### config.mk
export PLATFORM = sky130hd
export DESIGN_NAME = sram_cycle_ctrl
export DESIGN_NICKNAME = d
export VERILOG_FILES = /design/src/rtl/sram_ctrl_pkg.sv /design/src/rtl/sram_interval_timer.sv /design/src/rtl/sram_turn_guard.sv /design/src/rtl/sram_cycle_ctrl.sv
export SDC_FILE = /design/constraint.sdc
export NUM_CORES = 1
export LEC_CHECK = 0
export CAP_MARGIN = 20
export CELL_PAD_IN_SITES_DETAIL_PLACEMENT = 0
export CELL_PAD_IN_SITES_GLOBAL_PLACEMENT = 1
export CORE_MARGIN = 4
export CORE_UTILIZATION = 30
export CTS_CLUSTER_SIZE = 20
export DETAILED_ROUTE_END_ITERATION = 7
export PLACE_DENSITY_LB_ADDON = 0.1
export SETUP_SLACK_MARGIN = 0.15
export SLEW_MARGIN = 10
export SYNTH_ARGS = -nofsm -noshare
export SYNTH_HDL_FRONTEND = slang
export SYNTH_HIERARCHICAL = 1
export SYNTH_SLANG_ARGS = --single-unit
### constraint.sdc
create_clock -name clk -period 2.6 [get_ports clk]
set_input_delay 0.26 -clock clk [delete_from_list [all_inputs] [get_ports clk]]
set_output_delay 0.26 -clock clk [all_outputs]
set_load 0.02 [all_outputs]
### src/rtl/sram_ctrl_pkg.sv
package sram_ctrl_pkg;

  typedef enum logic [2:0] {
    ST_IDLE,
    ST_RD_ACCESS,
    ST_RD_SAMPLE,
    ST_WR_SETUP,
    ST_WR_PULSE,
    ST_WR_RECOVER
  } ctrl_state_t;

  // Whole clock cycles needed to cover an interval, never fewer than one.
  function automatic int cycles_for(input int span_ps, input int clk_ps);
    int n;
    n = (span_ps + clk_ps - 1) / clk_ps;
    return (n < 1) ? 1 : n;
  endfunction

  function automatic int max_of(input int a, input int b);
    return (a > b) ? a : b;
  endfunction

endpackage

### src/rtl/sram_interval_timer.sv
module sram_interval_timer #(
  parameter int CNT_W = 4
) (
  input  logic             clk,
  input  logic             rst,
  input  logic             load,
  input  logic [CNT_W-1:0] load_val,
  output logic             expired
);

  logic [CNT_W-1:0] remain_q;

  always_ff @(posedge clk) begin
    if (rst) begin
      remain_q <= '0;
    end else if (load) begin
      remain_q <= load_val;
    end else if (remain_q != '0) begin
      remain_q <= remain_q - 1'b1;
    end
  end

  assign expired = (remain_q == '0);

endmodule

### src/rtl/sram_turn_guard.sv
module sram_turn_guard #(
  parameter int TURN_CYC = 1
) (
  input  logic clk,
  input  logic rst,
  input  logic oe_n,
  output logic turn_ok
);

  localparam int GW = $clog2(TURN_CYC + 2);
  localparam logic [GW-1:0] LIMIT = GW'(TURN_CYC);

  logic [GW-1:0] quiet_q;

  // Counts cycles with output enable released, saturating at the limit.
  always_ff @(posedge clk) begin
    if (rst) begin
      quiet_q <= LIMIT;
    end else if (!oe_n) begin
      quiet_q <= '0;
    end else if (quiet_q < LIMIT) begin
      quiet_q <= quiet_q + 1'b1;
    end
  end

  assign turn_ok = oe_n && (quiet_q >= LIMIT);

endmodule

### src/rtl/sram_cycle_ctrl.sv
module sram_cycle_ctrl
  import sram_ctrl_pkg::*;
#(
  parameter int ADDR_W        = 19,
  parameter int DATA_W        = 8,
  parameter int CLK_PS        = 10000,
  parameter int T_ACCESS_PS   = 10000,
  parameter int T_WPULSE_PS   = 7000,
  parameter int T_DSETUP_PS   = 5000,
  parameter int T_WCYCLE_PS   = 10000,
  parameter int RD_MARGIN_CYC = 1,
  parameter int WR_SETUP_CYC  = 1,
  parameter int TURN_CYC      = 1
) (
  input  logic              clk,
  input  logic              rst,
  input  logic              req_valid,
  input  logic              req_write,
  input  logic [ADDR_W-1:0] req_addr,
  input  logic [DATA_W-1:0] req_wdata,
  output logic              req_ready,
  output logic              rsp_valid,
  output logic [DATA_W-1:0] rsp_rdata,
  output logic [ADDR_W-1:0] sram_addr,
  output logic              sram_cs_n,
  output logic              sram_we_n,
  output logic              sram_oe_n,
  output logic [DATA_W-1:0] sram_dq_out,
  input  logic [DATA_W-1:0] sram_dq_in,
  output logic              sram_dq_oe
);

  localparam int RD_CYC    = cycles_for(T_ACCESS_PS, CLK_PS) + RD_MARGIN_CYC;
  localparam int WP_CYC    = max_of(cycles_for(T_WPULSE_PS, CLK_PS),
                                    cycles_for(T_DSETUP_PS, CLK_PS));
  localparam int RECOV_CYC = max_of(1, cycles_for(T_WCYCLE_PS, CLK_PS)
                                       - WR_SETUP_CYC - WP_CYC);
  localparam int MAX_CYC   = max_of(max_of(RD_CYC, WP_CYC),
                                    max_of(RECOV_CYC, WR_SETUP_CYC));
  localparam int TW        = $clog2(MAX_CYC + 1) + 1;

  localparam logic [TW-1:0] RD_LOAD    = TW'(RD_CYC - 1);
  localparam logic [TW-1:0] SETUP_LOAD = TW'(WR_SETUP_CYC - 1);
  localparam logic [TW-1:0] WP_LOAD    = TW'(WP_CYC - 1);
  localparam logic [TW-1:0] RECOV_LOAD = TW'(RECOV_CYC - 1);

  ctrl_state_t state_q;
  logic        tmr_load;
  logic [TW-1:0] tmr_val;
  logic        tmr_done;
  logic        turn_ok;
  logic        accept;

  assign req_ready = (state_q == ST_IDLE);
  assign accept    = req_valid && req_ready;

  // Interval selection for the shared countdown.
  always_comb begin
    tmr_load = 1'b0;
    tmr_val  = '0;
    unique case (state_q)
      ST_IDLE: begin
        tmr_load = accept;
        tmr_val  = req_write ? SETUP_LOAD : RD_LOAD;
      end
      ST_WR_SETUP: begin
        tmr_load = tmr_done && turn_ok;
        tmr_val  = WP_LOAD;
      end
      ST_WR_PULSE: begin
        tmr_load = tmr_done;
        tmr_val  = RECOV_LOAD;
      end
      default: begin
        tmr_load = 1'b0;
        tmr_val  = '0;
      end
    endcase
  end

  sram_interval_timer #(.CNT_W(TW)) u_timer (
    .clk      (clk),
    .rst      (rst),
    .load     (tmr_load),
    .load_val (tmr_val),
    .expired  (tmr_done)
  );

  sram_turn_guard #(.TURN_CYC(TURN_CYC)) u_turn (
    .clk     (clk),
    .rst     (rst),
    .oe_n    (sram_oe_n),
    .turn_ok (turn_ok)
  );

  always_ff @(posedge clk) begin
    if (rst) begin
      state_q     <= ST_IDLE;
      sram_addr   <= '0;
      sram_cs_n   <= 1'b1;
      sram_we_n   <= 1'b1;
      sram_oe_n   <= 1'b1;
      sram_dq_out <= '0;
      sram_dq_oe  <= 1'b0;
      rsp_valid   <= 1'b0;
      rsp_rdata   <= '0;
    end else begin
      rsp_valid <= 1'b0;
      unique case (state_q)
        ST_IDLE: begin
          if (accept) begin
            sram_addr   <= req_addr;
            sram_dq_out <= req_wdata;
            sram_cs_n   <= 1'b0;
            if (req_write) begin
              state_q <= ST_WR_SETUP;
            end else begin
              sram_oe_n <= 1'b0;
              state_q   <= ST_RD_ACCESS;
            end
          end
        end
        ST_RD_ACCESS: begin
          if (tmr_done) begin
            rsp_rdata <= sram_dq_in;
            state_q   <= ST_RD_SAMPLE;
          end
        end
        ST_RD_SAMPLE: begin
          sram_cs_n <= 1'b1;
          sram_oe_n <= 1'b1;
          rsp_valid <= 1'b1;
          state_q   <= ST_IDLE;
        end
        ST_WR_SETUP: begin
          if (tmr_done && turn_ok) begin
            sram_we_n  <= 1'b0;
            sram_dq_oe <= 1'b1;
            state_q    <= ST_WR_PULSE;
          end
        end
        ST_WR_PULSE: begin
          if (tmr_done) begin
            sram_we_n  <= 1'b1;
            sram_dq_oe <= 1'b0;
            state_q    <= ST_WR_RECOVER;
          end
        end
        ST_WR_RECOVER: begin
          if (tmr_done) begin
            sram_cs_n <= 1'b1;
            state_q   <= ST_IDLE;
          end
        end
        default: state_q <= ST_IDLE;
      endcase
    end
  end

endmodule

---- Word-level counts from Yosys, hierarchy flattened ----
Cells that the tools add are included.
word-level totals
  input bits .............................. 39
  bits in registers ....................... 48
operators by class
  $lt $le $gt $ge ......................... 2
  bitwise gates (word level) .............. 1
  eq/ne operators ......................... 12
  multiplexer cells ....................... 26
  $add $sub $neg .......................... 2
  reduce and logical (&&, ||, !) cells .... 17
operator list
  kind                                                                           number
  3-bit two-way mux                                                              7
  3-bit one-hot mux with 5 select lines                                          1
  1-bit two-way mux                                                              12
  2-bit != test (second input constant)                                          5
  3-bit AND reduction                                                            3
  3-bit by 2-bit equality test with 1-bit output (second input constant)         2
  3-bit equality test (second input constant)                                    2
  3-bit zero test                                                                2
  1-bit one-hot mux with 2 select lines                                          3
  1-bit one-hot mux with 3 select lines                                          2
  2-bit nonzero test                                                             3
  3-bit nonzero test                                                             2
  5-bit AND reduction                                                            1
  2-bit by 1-bit != test with 1-bit output (second input constant)               2
  2-bit AND reduction                                                            2
  3-bit by 1-bit equality test with 1-bit output (second input constant)         1
  1-bit logical AND                                                              3
  3-bit by 1-bit subtractor with 3-bit output (second input constant)            1
  2-bit by 1-bit adder with 2-bit output (second input constant)                 1
  2-bit by 1-bit >= comparator with 1-bit output (second input constant)         1
  2-bit by 1-bit less-than comparator with 1-bit output (second input constant)  1
  2-bit two-way mux                                                              1
  2-bit OR reduction                                                             1
  1-bit NOT                                                                      1

---- Depth between registers and ports, before layout ----
  depth in word-level cells ............... 5
  mapped depth ............................ 10
  gate-level depth less buffers ........... 10

---- Modules after synthesis ----
The synthesis kept the hierarchy.
by module, submodules not included
  module               area each (µm²)  cells an instance  times used  seq. area each (µm²)
  sram_cycle_ctrl      1659.1           200                1           860.8
  sram_interval_timer  206.4            22                 1           60.1
  sram_turn_guard      117.6            11                 1           40.0

---- Worst setup path before layout ----
OpenSTA, ideal clock, no wires.
  path type ............................... flip-flop to flip-flop
  start point ............................. reg u_timer.remain_q[0]
  end point ............................... reg u_timer.remain_q[1]
  cell stages (with the launch flop) ...... 11
  data arrival time ....................... 1.867 ns
  buffers on the path ..................... 0
  path slack .............................. 0.621 ns
  cell sequence ........................... dfxtp_1 -> inv_1 -> ha_1 -> nand2b_1 -> inv_1 -> inv_1 -> nor4b_1 -> nand2_1 -> o31ai_1 -> nor2b_1 -> a2111oi_1
on the way
  word-level cells in the longest chain between the ends .. 4
  elaborated cells between the ends (all ways) .. 8
  classes of those cells .................. add/sub: 1; mux: 3; reduce/logical: 4
ends and longest elaborated chain
  item                                                     RTL line                   RTL
  from (decl)                                              sram_interval_timer.sv:11  logic [CNT_W-1:0] remain_q;
  from (signal assigned)                                   sram_interval_timer.sv:17  remain_q <= load_val;
  from (signal assigned)                                   sram_interval_timer.sv:19  remain_q <= remain_q - 1'b1;
  3-bit zero test (*)                                      sram_interval_timer.sv:23  assign expired = (remain_q == '0);
  via tmr_done                                             sram_cycle_ctrl.sv:50      logic tmr_done;
  1-bit logical AND                                        sram_cycle_ctrl.sv:67      tmr_load = tmr_done && turn_ok;
  1-bit one-hot mux with 3 select lines (*)                sram_cycle_ctrl.sv:61      unique case (state_q)
  via tmr_load                                             sram_cycle_ctrl.sv:48      logic tmr_load;
  3-bit two-way mux or 2-bit nonzero test (tied branches)  -
Mark *: on every way through the listed nets, which the timed path passes. The rest lies on a longest branch. The select of a mux whose other input is x is not followed.
A chain may end at the register's enable or synchronous reset.

---- Worst setup path after layout ----
Same ends and word-level chain as after synthesis.

==> metrics <==
status=completed; drt via density=4.52; Final Hold Viols=0; Cell Pwr Density=962 nW/um2; Slew @ Worst Pin=626 ps; TNS Setup=0 ps; reg-to-reg slack, setup=500 ps; worst hold slack=425 ps; top cell type's share of synthesized area=0.485; worst-skew pair later-pin latency=300 ps; final antenna-violating net count=0; gr usage total=0.125; crit end category=flip-flop; die width=89.3 um; 1st-iter DRT viols=32; Yosys top cell by area=dfxtp_1; worst r2r src=u_timer/remain_q[0]$_SDFFE_PP0P_; share of cells above drive strength 1=0.0584; FF+latch count, synth=48; total CTS buffers=5; Die Height=89.3 um; register area share after synthesis=0.485; crit-path most repeated cell=inv_1; Starting Density=0.311; Nets=352; YS warnings=6; GPL Wtd Cong=0.713; number of diodes=0; Area Overhead vs Synth=47.8%; Pre-antenna DRT Iters=4; unrepaired setup endpoints after global routing=false; fin crit share=0.806; number of remaining DRC errors=0; wire per inst=12.6 um; CP Data Required Time=2790 ps; CP arrival=2280 ps; Worst path max stage delay=370 ps; worst hold-check path type=input port to flip-flop; Leakage=1.09 nW; Max-Cap Viols=0; max_slew headroom=0.582; top cells by area, synth=dfxtp_1, nand2_1, a21oi_1; Core Box Area=6390 um2; CTS HTree Levels=2; vias in the first global route=1666; syn_area_per_cell=8.51 um2; area post-placement=2800 um2; Clock Tree Buf Depth=2; initial antenna violation count=0; slowest cell on the critical path=a2111oi_1; CTS Hold Buffers Added=0; cells along the critical path=inv_1 > ha_1 > nand2b_1 > inv_1 > inv_1 > nor4b_4 > nand2_1 > o31ai_4 > nor2b_1 > a2111oi_1; Rows=29; final instance area=2930 um2; Yosys cell types=34; Setup crit start kind=flip-flop; Critical Path End=u_timer/remain_q[1]$_SDFFE_PP0P_; Vias=1739; met3 WL post-DR=438 um; clk_skew=6.94 ps; FMAX=477 MHz; worst r2r dst=u_timer/remain_q[1]$_SDFFE_PP0P_; total power=2.82 mW; Mapped Cells=233; first-pass GRT wire length=7.77 mm; Post-Syn Area=1980 um2; worst reg2reg path depth=10; clock-pin transition on the worst setup and hold timing paths=90 ps; post-route minimum period=2100 ps; die area=7980 um2; CTS tree=built; CTS Sinks=48; root buffer cell=clkbuf_8; HP Start=rst; PortBufs=79; met2 WL post-DR=2.10 mm; Worst Path Class, Setup=flip-flop to flip-flop; largest net degree at the start of global routing=29; crit path max fanout=8; total grt overflow=0; wire length on met1=2.25 mm; Top-Level Pins=80; Pins Over Slew Limit=0; post-DP HPWL=3.35 mm; peak supply drop=418 uV; uppermost layer routed=met4; drt total wl=4.85 mm; setup violators final=0; CP startpoint=u_timer/remain_q[0]$_SDFFE_PP0P_
## worst max-delay path: cells and delay by family, from the launching register on
family | cells | cell delay [ps]
flops | 1 | 320
simple gates | 4 | 600
fa+ha+maj | 1 | 200
buf+inv | 3 | 340
compound gates | 2 | 520
## cells in the final DEF, fill, tap and decap left out, types with 3 or more instances in the layout
cell type        Yosys  final
clkbuf_8             0      5
a21oi_1             32     32
nor2b_1              7      7
nor4_1               3      3
inv_1               11     11
ha_1                 4      4
mux2i_1             10     10
clkdlybuf4s50_1      0     78
nand3_1              3      3
dfxtp_1             48     48
nor2_1              10     10
nand2_1             63     63
buf_4                0      3
## sequential cells by signal, indices dropped and copies added (netlist names), 2 cells and up
register and count:
rsp_rdata 8, sram_addr 19, sram_dq_out 8, state_q 3
u_timer/remain_q 3, u_turn/quiet_q 2
## synthesized netlist by cell type, drive strengths merged
master	n
xor2	1
o21ai	2
a2111oi	2
nor4b	3
a211o	2
dfxtp	48
a21oi	32
or2	1
nand2b	2
nor2b	7
conb	1
buf	9
nor4	3
nor3b	1
nor3	2
ha	4
a21o	2
nand2	64
or3b	1
a311oi	1
clkbuf	5
mux2i	10
o41ai	2
or3	1
or2b	1
o31ai	1
nor2	11
nand3	3
inv	11
## how the worst min path moves through the flow
stage                     slack (ps)  cells past startpoint                          endpoint
final                            430                      2         rsp_rdata[4]$_SDFFE_PP0P_
after detailed placement         450                      2        sram_addr[16]$_SDFFE_PP0P_
after CTS                        440                      2         rsp_rdata[4]$_SDFFE_PP0P_
after floorplan                  330                      1  u_timer/remain_q[2]$_SDFFE_PP0P_
after global placement           440                      2       sram_dq_out[4]$_SDFFE_PP0P_
after global routing             470                      2         rsp_rdata[4]$_SDFFE_PP0P_
## stage by stage
stage	std cells	setup slack (ps)	utilization
after floorplan	234	621	-
after detailed placement	379	253	0.439
final	385	503	0.459
after CTS	385	225	0.455
after global placement	379	287	0.439
after global routing	385	193	0.459
## cell families after synthesis
family	Yosys count	share of synthesized area
buffers and inverters	25	0.0650
XOR/XNOR	1	0.00442
AO/OA/AOI/OAI	44	0.132
adder cells (fa/ha/maj)	4	0.0252
AND/OR/NAND/NOR	100	0.236
other	1	0.00189
multiplexers	10	0.0505
flip-flops	48	0.485
## timing repair
| action | in CTS | in global routing |
|---|---|---|
| buffers inserted | 0 | 0 |
| gates resized for setup | 0 | 4 |
| endpoints found under the setup margin | 0 | 3 |
## power by group
group	internal, mW	switching, mW	total, mW	leakage [nW]
clock network	0.276	0.233	0.509	0.0501
registers	0.909	0.144	1.05	0.393
logic	0.592	0.664	1.26	0.646
total	1.78	1.04	2.82	1.09
## metal layers
metal	GRT usage	vias to the layer above
met5	0	-
met4	0.0392	0
met3	0.0461	5
met2	0.192	56
met1	0.163	763
li1	-	915
## cell type report
class	instances	area, um2
repair buffers	82	808
clock buffers	5	68.8
flip-flops and latches	48	961
inverters	11	41.3
well taps	77	96.3
clock inverters	1	30.0
multi-input cells	161	926
fillers	655	3450
Note: power is estimated with default switching activity, not from simulation.
